### src/rtl/bscan_pkg.sv
package bscan_pkg;

    typedef enum logic [3:0] {
        TS_RESET,
        TS_IDLE,
        TS_DR_SEL,
        TS_DR_CAP,
        TS_DR_SHIFT,
        TS_DR_EXIT1,
        TS_DR_PAUSE,
        TS_DR_EXIT2,
        TS_DR_UPD,
        TS_IR_SEL,
        TS_IR_CAP,
        TS_IR_SHIFT,
        TS_IR_EXIT1,
        TS_IR_PAUSE,
        TS_IR_EXIT2,
        TS_IR_UPD
    } tap_state_t;

    typedef enum logic [1:0] {
        INS_BYPASS,
        INS_SAMPLE,
        INS_EXTEST
    } ins_kind_t;

endpackage

### src/rtl/bscan_tap_fsm.sv
module bscan_tap_fsm
    import bscan_pkg::*;
(
    input  logic       tck,
    input  logic       trst_n,
    input  logic       tms,
    output tap_state_t state,
    output logic       in_reset,
    output logic       dr_cap,
    output logic       dr_shift,
    output logic       dr_upd,
    output logic       ir_cap,
    output logic       ir_shift,
    output logic       ir_upd
);

    tap_state_t nxt;

    // state register
    always_ff @(posedge tck or negedge trst_n) begin
        if (!trst_n) begin
            state <= TS_RESET;
        end else begin
            state <= nxt;
        end
    end

    // transition graph
    always_comb begin
        nxt = state;
        unique case (state)
            TS_RESET:    nxt = tms ? TS_RESET    : TS_IDLE;
            TS_IDLE:     nxt = tms ? TS_DR_SEL   : TS_IDLE;
            TS_DR_SEL:   nxt = tms ? TS_IR_SEL   : TS_DR_CAP;
            TS_DR_CAP:   nxt = tms ? TS_DR_EXIT1 : TS_DR_SHIFT;
            TS_DR_SHIFT: nxt = tms ? TS_DR_EXIT1 : TS_DR_SHIFT;
            TS_DR_EXIT1: nxt = tms ? TS_DR_UPD   : TS_DR_PAUSE;
            TS_DR_PAUSE: nxt = tms ? TS_DR_EXIT2 : TS_DR_PAUSE;
            TS_DR_EXIT2: nxt = tms ? TS_DR_UPD   : TS_DR_SHIFT;
            TS_DR_UPD:   nxt = tms ? TS_DR_SEL   : TS_IDLE;
            TS_IR_SEL:   nxt = tms ? TS_RESET    : TS_IR_CAP;
            TS_IR_CAP:   nxt = tms ? TS_IR_EXIT1 : TS_IR_SHIFT;
            TS_IR_SHIFT: nxt = tms ? TS_IR_EXIT1 : TS_IR_SHIFT;
            TS_IR_EXIT1: nxt = tms ? TS_IR_UPD   : TS_IR_PAUSE;
            TS_IR_PAUSE: nxt = tms ? TS_IR_EXIT2 : TS_IR_PAUSE;
            TS_IR_EXIT2: nxt = tms ? TS_IR_UPD   : TS_IR_SHIFT;
            TS_IR_UPD:   nxt = tms ? TS_DR_SEL   : TS_IDLE;
            default:     nxt = TS_RESET;
        endcase
    end

    // state decodes
    always_comb begin
        in_reset = 1'b0;
        dr_cap   = 1'b0;
        dr_shift = 1'b0;
        dr_upd   = 1'b0;
        ir_cap   = 1'b0;
        ir_shift = 1'b0;
        ir_upd   = 1'b0;
        unique case (state)
            TS_RESET:    in_reset = 1'b1;
            TS_DR_CAP:   dr_cap   = 1'b1;
            TS_DR_SHIFT: dr_shift = 1'b1;
            TS_DR_UPD:   dr_upd   = 1'b1;
            TS_IR_CAP:   ir_cap   = 1'b1;
            TS_IR_SHIFT: ir_shift = 1'b1;
            TS_IR_UPD:   ir_upd   = 1'b1;
            default: ;
        endcase
    end

endmodule

### src/rtl/bscan_instr_reg.sv
module bscan_instr_reg #(
    parameter int IR_W = 3
) (
    input  logic            tck,
    input  logic            trst_n,
    input  logic            tdi,
    input  logic            cap,
    input  logic            shift,
    input  logic            upd,
    input  logic            tlr,
    output logic [IR_W-1:0] ir_cur,
    output logic            so
);

    localparam logic [IR_W-1:0] CAP_PAT   = IR_W'(1);
    localparam logic [IR_W-1:0] OP_BYPASS = '1;

    logic [IR_W-1:0] sr;

    always_ff @(posedge tck or negedge trst_n) begin
        if (!trst_n) begin
            sr <= CAP_PAT;
        end else if (cap) begin
            sr <= CAP_PAT;
        end else if (shift) begin
            sr <= {tdi, sr[IR_W-1:1]};
        end
    end

    always_ff @(posedge tck or negedge trst_n) begin
        if (!trst_n) begin
            ir_cur <= OP_BYPASS;
        end else if (tlr) begin
            ir_cur <= OP_BYPASS;
        end else if (upd) begin
            ir_cur <= sr;
        end
    end

    assign so = sr[0];

endmodule

### src/rtl/bscan_bound_reg.sv
module bscan_bound_reg #(
    parameter int BUS_W = 8
) (
    input  logic             tck,
    input  logic             trst_n,
    input  logic             tdi,
    input  logic             cap,
    input  logic             shift,
    input  logic             upd,
    input  logic             tlr,
    input  logic             sel,
    input  logic [BUS_W-1:0] func_data,
    input  logic             func_oe,
    output logic [BUS_W-1:0] upd_data,
    output logic             upd_oe,
    output logic             so
);

    localparam int LEN = BUS_W + 1;
    localparam int CTL = BUS_W;
    localparam logic [LEN-1:0] UPD_INIT = {1'b1, {BUS_W{1'b0}}};

    logic [LEN-1:0] sr;
    logic [LEN-1:0] sr_nxt;
    logic [LEN-1:0] upd_q;

    generate
        for (genvar i = 0; i < LEN; i++) begin : g_cell
            logic cap_v;
            logic shin;
            if (i == CTL) begin : g_ctl
                assign cap_v = func_oe;
                assign shin  = tdi;
            end else begin : g_dat
                assign cap_v = func_data[i];
                assign shin  = sr[i+1];
            end
            assign sr_nxt[i] = (sel && cap)   ? cap_v :
                               (sel && shift) ? shin  : sr[i];
        end
    endgenerate

    always_ff @(posedge tck or negedge trst_n) begin
        if (!trst_n) begin
            sr <= '0;
        end else begin
            sr <= sr_nxt;
        end
    end

    always_ff @(posedge tck or negedge trst_n) begin
        if (!trst_n) begin
            upd_q <= UPD_INIT;
        end else if (tlr) begin
            upd_q <= UPD_INIT;
        end else if (sel && upd) begin
            upd_q <= sr;
        end
    end

    assign upd_data = upd_q[BUS_W-1:0];
    assign upd_oe   = upd_q[CTL];
    assign so       = sr[0];

endmodule

### src/rtl/bscan_bus_ctl.sv
module bscan_bus_ctl
    import bscan_pkg::*;
#(
    parameter int BUS_W = 8,
    parameter int IR_W  = 3
) (
    input  logic             tck,
    input  logic             trst_n,
    input  logic             tms,
    input  logic             tdi,
    input  logic [BUS_W-1:0] func_data,
    input  logic             func_oe,
    output logic             tdo,
    output logic             tdo_oe,
    output logic [BUS_W-1:0] bus_data,
    output logic             bus_oe
);

    localparam logic [IR_W-1:0] OP_EXTEST = '0;
    localparam logic [IR_W-1:0] OP_SAMPLE = IR_W'(1);

    tap_state_t      tap_state;
    logic            in_reset;
    logic            dr_cap;
    logic            dr_shift;
    logic            dr_upd;
    logic            ir_cap;
    logic            ir_shift;
    logic            ir_upd;
    logic [IR_W-1:0] ir_cur;
    logic            ir_so;
    ins_kind_t       kind;
    logic            sel_bound;
    logic            extest;
    logic [BUS_W-1:0] upd_data;
    logic            upd_oe;
    logic            bnd_so;
    logic            byp_q;

    bscan_tap_fsm u_fsm (
        .tck      (tck),
        .trst_n   (trst_n),
        .tms      (tms),
        .state    (tap_state),
        .in_reset (in_reset),
        .dr_cap   (dr_cap),
        .dr_shift (dr_shift),
        .dr_upd   (dr_upd),
        .ir_cap   (ir_cap),
        .ir_shift (ir_shift),
        .ir_upd   (ir_upd)
    );

    bscan_instr_reg #(.IR_W(IR_W)) u_ir (
        .tck    (tck),
        .trst_n (trst_n),
        .tdi    (tdi),
        .cap    (ir_cap),
        .shift  (ir_shift),
        .upd    (ir_upd),
        .tlr    (in_reset),
        .ir_cur (ir_cur),
        .so     (ir_so)
    );

    // instruction decode; unknown codes fall to bypass
    always_comb begin
        if (ir_cur == OP_EXTEST) begin
            kind = INS_EXTEST;
        end else if (ir_cur == OP_SAMPLE) begin
            kind = INS_SAMPLE;
        end else begin
            kind = INS_BYPASS;
        end
    end

    assign sel_bound = (kind != INS_BYPASS);
    assign extest    = (kind == INS_EXTEST);

    bscan_bound_reg #(.BUS_W(BUS_W)) u_bnd (
        .tck       (tck),
        .trst_n    (trst_n),
        .tdi       (tdi),
        .cap       (dr_cap),
        .shift     (dr_shift),
        .upd       (dr_upd),
        .tlr       (in_reset),
        .sel       (sel_bound),
        .func_data (func_data),
        .func_oe   (func_oe),
        .upd_data  (upd_data),
        .upd_oe    (upd_oe),
        .so        (bnd_so)
    );

    // single-cell bypass path
    always_ff @(posedge tck or negedge trst_n) begin
        if (!trst_n) begin
            byp_q <= 1'b0;
        end else if (!sel_bound && dr_cap) begin
            byp_q <= 1'b0;
        end else if (!sel_bound && dr_shift) begin
            byp_q <= tdi;
        end
    end

    // serial out, retimed to the falling edge
    always_ff @(negedge tck or negedge trst_n) begin
        if (!trst_n) begin
            tdo    <= 1'b0;
            tdo_oe <= 1'b0;
        end else begin
            unique case (tap_state)
                TS_IR_SHIFT: begin
                    tdo    <= ir_so;
                    tdo_oe <= 1'b1;
                end
                TS_DR_SHIFT: begin
                    tdo    <= sel_bound ? bnd_so : byp_q;
                    tdo_oe <= 1'b1;
                end
                default: begin
                    tdo    <= 1'b0;
                    tdo_oe <= 1'b0;
                end
            endcase
        end
    end

    // bus output selection
    always_comb begin
        if (extest) begin
            bus_data = upd_data;
            bus_oe   = upd_oe;
        end else begin
            bus_data = func_data;
            bus_oe   = func_oe;
        end
    end

endmodule

### config.mk
export PLATFORM = sky130hd
export DESIGN_NAME = bscan_bus_ctl
export DESIGN_NICKNAME = d
export VERILOG_FILES = /design/src/rtl/bscan_pkg.sv /design/src/rtl/bscan_tap_fsm.sv /design/src/rtl/bscan_instr_reg.sv /design/src/rtl/bscan_bound_reg.sv /design/src/rtl/bscan_bus_ctl.sv
export SDC_FILE = /design/constraint.sdc
export NUM_CORES = 1
export LEC_CHECK = 0
export BUFFER_PORTS_ARGS = -buffer_cell sky130_fd_sc_hd__buf_2
export CAP_MARGIN = 20
export CORE_MARGIN = 5
export CORE_UTILIZATION = 46
export CTS_BUF_LIST = sky130_fd_sc_hd__clkbuf_16
export CTS_CLUSTER_DIAMETER = 60
export CTS_CLUSTER_SIZE = 25
export DETAILED_ROUTE_END_ITERATION = 10
export GPL_TIMING_DRIVEN = 0
export PLACE_DENSITY_LB_ADDON = 0.1
export SYNTH_ARGS = -nofsm -noshare
export SYNTH_HDL_FRONTEND = slang
export SYNTH_SLANG_ARGS = --single-unit
### constraint.sdc
create_clock -name tck -period 2.1 [get_ports tck]
set_clock_uncertainty 0.2 [all_clocks]
set_input_delay 0.525 -clock tck [delete_from_list [all_inputs] [get_ports tck]]
set_output_delay 0.525 -clock tck [all_outputs]
set_load 0.05 [all_outputs]
# --- After elaboration in Yosys (flattened, before gate mapping) ---
# Cells that the tools add are included.
totals:
  register_bits: 31
  output_inout_bits: 11
  wordCells: 96
classes:
  n_eq_ne: 17
  mux: 53
  reduce_logical: 18
op_table:
  columns: ["op", "n"]
  rows:
  - ["case mux 4 bit (12 select lines)", 1]
  - ["two-way mux 1 bit", 34]
  - ["equality test 4 bit (second input constant)", 8]
  - ["two-way mux 3 bit", 6]
  - ["two-way mux 9 bit", 2]
  - ["equality test 4 x 3 -> 1 bit (second input constant)", 4]
  - ["two-way mux 4 bit", 4]
  - ["nonzero test 2 bit", 6]
  - ["equality test 4 x 2 -> 1 bit (second input constant)", 2]
  - ["two-way mux 2 bit", 4]
  - ["two-way mux 8 bit", 1]
  - ["OR reduction 2 bit", 3]
  - ["logical AND 1 bit", 5]
  - ["equality test 4 x 1 -> 1 bit (second input constant)", 1]
  - ["logical NOT 4 bit", 1]
  - ["equality test 3 x 1 -> 1 bit (second input constant)", 1]
  - ["logical NOT 3 bit", 1]
  - ["OR reduction 3 bit", 1]
  - ["equality test 2 bit (second input constant)", 1]
  - ["case mux 1 bit (2 select lines)", 1]
  - ["logical NOT 1 bit", 1]

# --- Logic depth before layout (Yosys ltp) ---
# Gate-level depths: netlist of run 1.
logic_depth:
  depth_word: 8
  mapped_depth: 5
  mapped_depth_nobuf: 3

# --- By module ---
# A second synthesis of run 1 with hierarchy kept.
hier_totals:
  cells_unflattened: 169
  hier_area_um2: 1621.6
by_module_without_submodules:
  columns: ["mod", "instances", "cells_each", "area_each_um2", "seq_area_each_um2"]
  rows:
  - ["bscan_bound_reg", 1, 81, 780.7, 451.7]
  - ["bscan_tap_fsm", 1, 46, 339.1, 100.1]
  - ["bscan_bus_ctl", 1, 24, 259.0, 75.1]
  - ["bscan_instr_reg", 1, 18, 242.7, 155.1]

==> reports/results.ini, run 1 <==
[run_status]
outcome = complete, but fails checks
violations = setup timing

[sta]
hold_viol_final = 0
setup_viol = 13
whs_ns = 0.0849
rsz0062_at_grt = true
finalMaxSlewViolations = 0
worstMarginPinSlew_ns = 0.671
finalSetupTns_ns = -4.12
max_slew_margin_pct = 55.3
fin_ws_ns = -0.533

[die]
dieArea_um2 = 4910
row_count = 21
initial_core_util_pct = 48.6
ios = 24
coreArea_um2 = 3420
die_h_um = 70.1
die_w_um = 70.1

[placed_design]
hpwlAfterDp_mm = 2.54
place_congestion = 0.844
portBuffers = 23
post-place-ws_ns = -0.488

[worst_setup_path]
critPathSlowestCell = dfrtn_1
max_stage_delay_ns = 0.40
required_ns = 1.37
path_cells = buf_6
path_class = reg2out
cp.arrival_ns = 1.91
crit_buf_inv = 1
start_kind = flop
cp_max_fo = 1
cp-end-kind = output pin
critPathTopFamily = flip-flops

[routing]
num_vias = 1304
wl_per_cell_um = 16.2
drtAntennaViolNets = 0
post-route-drc-count = 0
drt-total-wl_mm = 3.88
vias_per_cell = 5.46
drtPass1Iterations = 4
drt-initial-drc-count = 43

[logic_synthesis]
synth_compound_area_share_pct = 15.7
synth_top_area_share_pct = 36.2
synth_xor_area_share_pct = 0.528
syn-num-nets = 163
yosys.area.top_type = dfrtp_1
synth_area_leaders = dfrtp_1 36%, mux2_2 18%, dfstp_2 7.9%
synth_top_family_by_area = multiplexers
ys_seq_area_share_pct = 47.1
ys_ff_latch = 31
syn_area_um2 = 1660
ys_warn_count = 0
synth-edff-count = 0
syn_inst = 150
syn_avg_cell_area_um2 = 11.1
synth_ff_type = dfrtp_1
async_flop_share_pct = 100
ys_types = 39
synthMuxAreaShare_pct = 20.1
synthAdderAreaFrac_pct = 0
synth_simple_gate_area_share_pct = 12.4

[global_routing]
antenna_found_initial = 0
grt_pass1_vias = 1358
grt_overflow_total = 0
grt_pass1_wl_mm = 6.40
grt_max_degree = 32
track_usage_pct = 16.5

[clock_network]
numCtsBuffers = 5
root_buffer = clkbuf_16
cts_tree = yes
clk_pin_slew_worst_paths_ns = 0.05
clock-sinks = 31
clock_latency_ns = 0.27
h-tree-depth = 2
clk_path_buf_depth = 2

[hold_path]
hold_path_class = in2async

[cells_and_area]
fillers = 253
nNetsFinal = 205
area_growth_pct = 39.4
drive_gt1_share_pct = 47.2
diodes = 0

[power]
total_power_w = 0.00286
leakagePower_nw = 1.07
ir_drop_v = 0.000647
p_per_area_nw_per_um2 = 1240

[job]
max_cap_viol_count = 0

cell usage after synthesis, types with 2 or more instances:
cell type	number
inv_1	6
nor3_1	2
nand3b_1	3
mux2_2	26
a22o_1	8
nand2b_1	2
dfrtn_1	2
clkbuf_1	8
dfstp_2	5
nand3_1	4
a21oi_1	5
dfrtp_1	24
nor2_1	5
nand2_1	8
or2_2	2
o21ai_0	11
a22oi_1	3
mux2i_1	4
a211oi_1	2
cell usage in the layout (no fill, tap or decap), types with 6 or more instances in the layout:
cell / netlist / routed
nand2_1: 8 / 8
dfrtp_1: 24 / 24
buf_2: 1 / 13
a22o_1: 8 / 8
o21ai_0: 11 / 10
buf_4: 1 / 12
buf_8: 0 / 10
inv_1: 6 / 6
mux2_4: 0 / 9
mux2_2: 26 / 17
worst reg2reg max path: cells and delay by family (launching register included):
kind                   cells  cell delay [ns]
flip-flops                 1             0.40
AO/OA/AOI/OAI              1             0.11
buffers and inverters      1             0.14
AND/OR/NAND/NOR            1             0.54
worst paths after layout:
check | startpoint | endpoint | slack, ns | cells past startpoint
worst min-delay path | trst_n | u_bnd.sr[3]$_DFFE_PN0P_ | 0.08 | 1
worst min register to register | u_ir.sr[0]$_DFFE_PN1N_ | u_ir.sr[0]$_DFFE_PN1N_ | 0.29 | 2
worst max register to register | u_fsm.state[0]$_DFF_PN0_ | tdo$_DFF_NN0_ | -0.32 | 3
min in group tck | u_ir.sr[0]$_DFFE_PN1N_ | u_ir.sr[0]$_DFFE_PN1N_ | 0.29 | 2
max in group asynchronous | trst_n | tdo_oe$_DFF_NN0_ | 0.24 | 1
worst max-delay path | tdo$_DFF_NN0_ | tdo | -0.53 | 1
flip-flops by register name, indices dropped and copies added, names as in the netlist:
register / count
tdo_oe: 1
u_fsm.state: 4
byp_q: 1
u_ir.ir_cur: 3
u_bnd.upd_q: 9
tdo: 1
u_ir.sr: 3
u_bnd.sr: 9
power breakdown:
group          total (W)  switching (W)  internal (W)
logic            0.00121       0.000645      0.000569
registers       0.000852      0.0000987      0.000754
clock network   0.000792       0.000241      0.000551
kinds of logic (layout without fill, tap and decap cells):
family | Yosys count | after routing
buf+inv | 17 | 60
xor+xnor | 1 | 1
mux | 30 | 30
flops | 31 | 31
compound gates | 36 | 36
simple gates | 35 | 35
cell type report:
cell class | count | area [um^2] | share of cell area (%)
flip-flops and latches | 31 | 782 | 33.8
well taps | 46 | 57.6 | 2.49
plain buffers | 9 | 62.6 | 2.70
multi-input cells | 102 | 873 | 37.8
clock inverters | 3 | 38.8 | 1.68
clock buffers | 5 | 125 | 5.41
repair buffers | 37 | 352 | 15.2
inverters | 6 | 22.5 | 0.973
routing by layer:
metal / share of wire (%) / global-route usage (%) / up-vias
met5: 0 / 0 / -
met4: 1.5 / 6.38 / 0
met3: 4.1 / 4.73 / 7
met2: 51 / 28.0 / 29
met1: 43 / 19.6 / 636
li1: - / - / 632
stage by stage:
stage | instances | util (%) | cell area (um^2)
floorplan | 150 | - | 1690
global placement | 219 | 54.7 | 1870
detailed placement | 219 | 54.7 | 1870
CTS | 236 | 66.6 | 2270
global route | 239 | 67.7 | 2310
finish | 239 | 67.7 | 2310
what timing repair did:
action                     4_1_cts  5_1_grt
hold buffers                     0        0
resized for setup               46        7
setup endpoints to repair       21       21
hold endpoints to repair         0        0
setup buffers                   10        4
pin swaps                        5        1
Power figures use the tool's default switching activity.
==> run 2, diff against run 1 <==
--- a/config.mk
+++ b/config.mk
@@ -7,8 +7,10 @@
 export LEC_CHECK = 0
 export BUFFER_PORTS_ARGS = -buffer_cell sky130_fd_sc_hd__buf_2
 export CAP_MARGIN = 20
+export CELL_PAD_IN_SITES_DETAIL_PLACEMENT = 0
+export CELL_PAD_IN_SITES_GLOBAL_PLACEMENT = 1
 export CORE_MARGIN = 5
-export CORE_UTILIZATION = 46
+export CORE_UTILIZATION = 40
 export CTS_BUF_LIST = sky130_fd_sc_hd__clkbuf_16
 export CTS_CLUSTER_DIAMETER = 60
 export CTS_CLUSTER_SIZE = 25
==> run 2 against run 1 <==
The run still ends with setup timing left. Critical path depth did not move. Global-route usage fell by 0.31 points. Sequential cell count did not move. Hold slack improved by 0.024 ns. Non-clock buffer count did not move. Die area rose by 13%. Critical path type unchanged. Critical endpoint unchanged.
==> reports/results.ini, run 2 (synthesis gave the netlist of run 1 again) <==
[die]
dieArea_um2 = 5540  ; +13%
die_h_um = 74.4  ; +6.2%
ios = 24  ; unchanged
initial_core_util_pct = 41.5  ; -7.1 points
row_count = 23  ; +9.5%
coreArea_um2 = 4000  ; +17%
die_w_um = 74.4  ; +6.2%

[worst_setup_path]
crit_buf_inv = 1  ; unchanged
cp_max_fo = 1  ; unchanged
critPathSlowestCell = dfrtn_1
max_stage_delay_ns = 0.40  ; about the same
start_kind = flop
path_class = reg2out
cp-end-kind = output pin
critPathTopFamily = flip-flops
path_cells = buf_6
required_ns = 1.37  ; about the same
cp.arrival_ns = 1.89  ; -0.02 ns

[sta]
max_slew_margin_pct = 52.1  ; -3.2 points
setup_viol = 13  ; unchanged
finalMaxSlewViolations = 0  ; unchanged
rsz0062_at_grt = true
hold_viol_final = 0  ; unchanged
worstMarginPinSlew_ns = 0.719  ; +0.0480 ns
fin_ws_ns = -0.519  ; +0.0139 ns

[routing]
wl_per_cell_um = 16.5  ; +1.7%
post-route-drc-count = 0  ; unchanged
drt-initial-drc-count = 46  ; +7.0%
drtPass1Iterations = 4  ; unchanged
num_vias = 1316  ; +0.92%
drt-total-wl_mm = 4.01  ; +3.4%
vias_per_cell = 5.42  ; -0.74%
drtAntennaViolNets = 0  ; unchanged

[global_routing]
use_met2_pct = 24.4  ; -3.6 points
grt_max_degree = 32  ; unchanged
grt_overflow_total = 0  ; unchanged
grt_pass1_wl_mm = 6.69  ; +4.5%
grt_util_met3_pct = 4.05  ; -0.68 points
grtUsageMet1_pct = 22.7  ; +3.2 points
antenna_found_initial = 0  ; unchanged
track_usage_pct = 16.2  ; -0.31 points
grt_pass1_vias = 1396  ; +2.8%
gr-max-usage-layer = met2

[clock_network]
root_buffer = clkbuf_16
clk_pin_slew_worst_paths_ns = 0.05  ; about the same
numCtsBuffers = 5  ; unchanged
clock_latency_ns = 0.27  ; about the same
clk_path_buf_depth = 2  ; unchanged
cts_tree = yes
clock-sinks = 31  ; unchanged
h-tree-depth = 2  ; unchanged

[cells_and_area]
fillers = 331  ; +31%
drive_gt1_share_pct = 47.2  ; unchanged
finalNonFillerCells = 243  ; +1.7%
reg_top3 = u_bnd.sr: 9 flops, u_bnd.upd_q: 9 flops, u_fsm.state: 4 flops
nNetsFinal = 205  ; unchanged
diodes = 0  ; unchanged
layout_commonest_cell = dfrtp_1
final_cell_mix = 24 x dfrtp_1, 17 x mux2_2, 13 x buf_2
area_growth_pct = 40.2

[run_status]
violations = setup timing
outcome = complete, but fails checks

[placed_design]
hpwlAfterDp_mm = 2.59  ; +1.9%
placed_cells = 223  ; +1.8%
portBuffers = 23  ; unchanged
place_congestion = 0.821  ; -2.7%

[power]
total_power_w = 0.00285  ; -0.43%
p_per_area_nw_per_um2 = 1220  ; -0.97%
ir_drop_v = 0.000588  ; -9.1%
leakagePower_nw = 1.07  ; +0.33%

[hold_path]
hold_path_class = in2async

[job]
max_cap_viol_count = 0  ; unchanged

-- run 2: cell types whose count changed in the layout (fill, tap and decap cells not counted), sizes merged --
cell	previous run	this run
clkbuf	10	12
buf	41	39
-- run 2: what timing repair did --
action / CTS / global route
gates resized for setup: 49 / 2
hold buffers: 0 / 0
pin swaps: 5 / 1
endpoints found under the setup margin: 22 / 14
buffers inserted: 12 / 1
-- run 2: worst paths after layout --
check | startpoint | to | slack [ns] | depth (start not counted)
max | tdo$_DFF_NN0_ | tdo | -0.52 | 1
min | trst_n | u_fsm.state[2]$_DFF_PN0_ | 0.11 | 1
max reg2reg | u_fsm.state[1]$_DFF_PN0_ | tdo$_DFF_NN0_ | -0.32 | 3
min reg2reg | u_bnd.sr[8]$_DFFE_PN0P_ | u_bnd.upd_q[8]$_DFFE_PN1P_ | 0.30 | 2
max in group asynchronous | trst_n | tdo$_DFF_NN0_ | 0.19 | 1
min in group tck | u_bnd.sr[8]$_DFFE_PN0P_ | u_bnd.upd_q[8]$_DFFE_PN1P_ | 0.30 | 2
-- run 2: metal layers --
metal	wire (um)	part of all wire (%)	vias up
met5	0	0	-
met4	42	1.0	0
met3	159	4.0	4
met2	1940	48	20
met1	1870	47	662
li1	-	-	630
-- run 2: layout make-up --
class                           instances  area, um^2  share of cell area, %
Inverter                                6        22.5                  0.968
Multi-Input combinational cell        102         873                   37.5
Timing Repair Buffer                   36         344                   14.8
Sequential cell                        31         782                   33.6
Tap cell                               50        62.6                   2.69
Clock buffer                            5         125                   5.38
Clock inverter                          3        38.8                   1.67
Buffer                                 10        77.6                   3.34
-- run 2: per-stage QoR --
stage	setup WS [ns]	TNS [ns]	hold WS [ns]	util, %	cell area, um^2
after detailed placement	-0.485	-6.31	0.283	46.8	1870
after floorplan	-0.333	-3.08	0.0294	-	1690
after global routing	-0.544	-4.42	0.176	58.1	2330
after CTS	-0.527	-4.15	0.126	57.8	2310
final	-0.519	-3.98	0.109	58.1	2330
after global placement	-0.483	-6.25	0.277	46.8	1870
-- run 2: report_power, final --
| group | total, W | switching, W | internal (W) |
|---|---|---|---|
| clock | 0.000791 | 0.000239 | 0.000551 |
| combinational | 0.00122 | 0.000650 | 0.000569 |
| sequential | 0.000837 | 0.0000831 | 0.000754 |
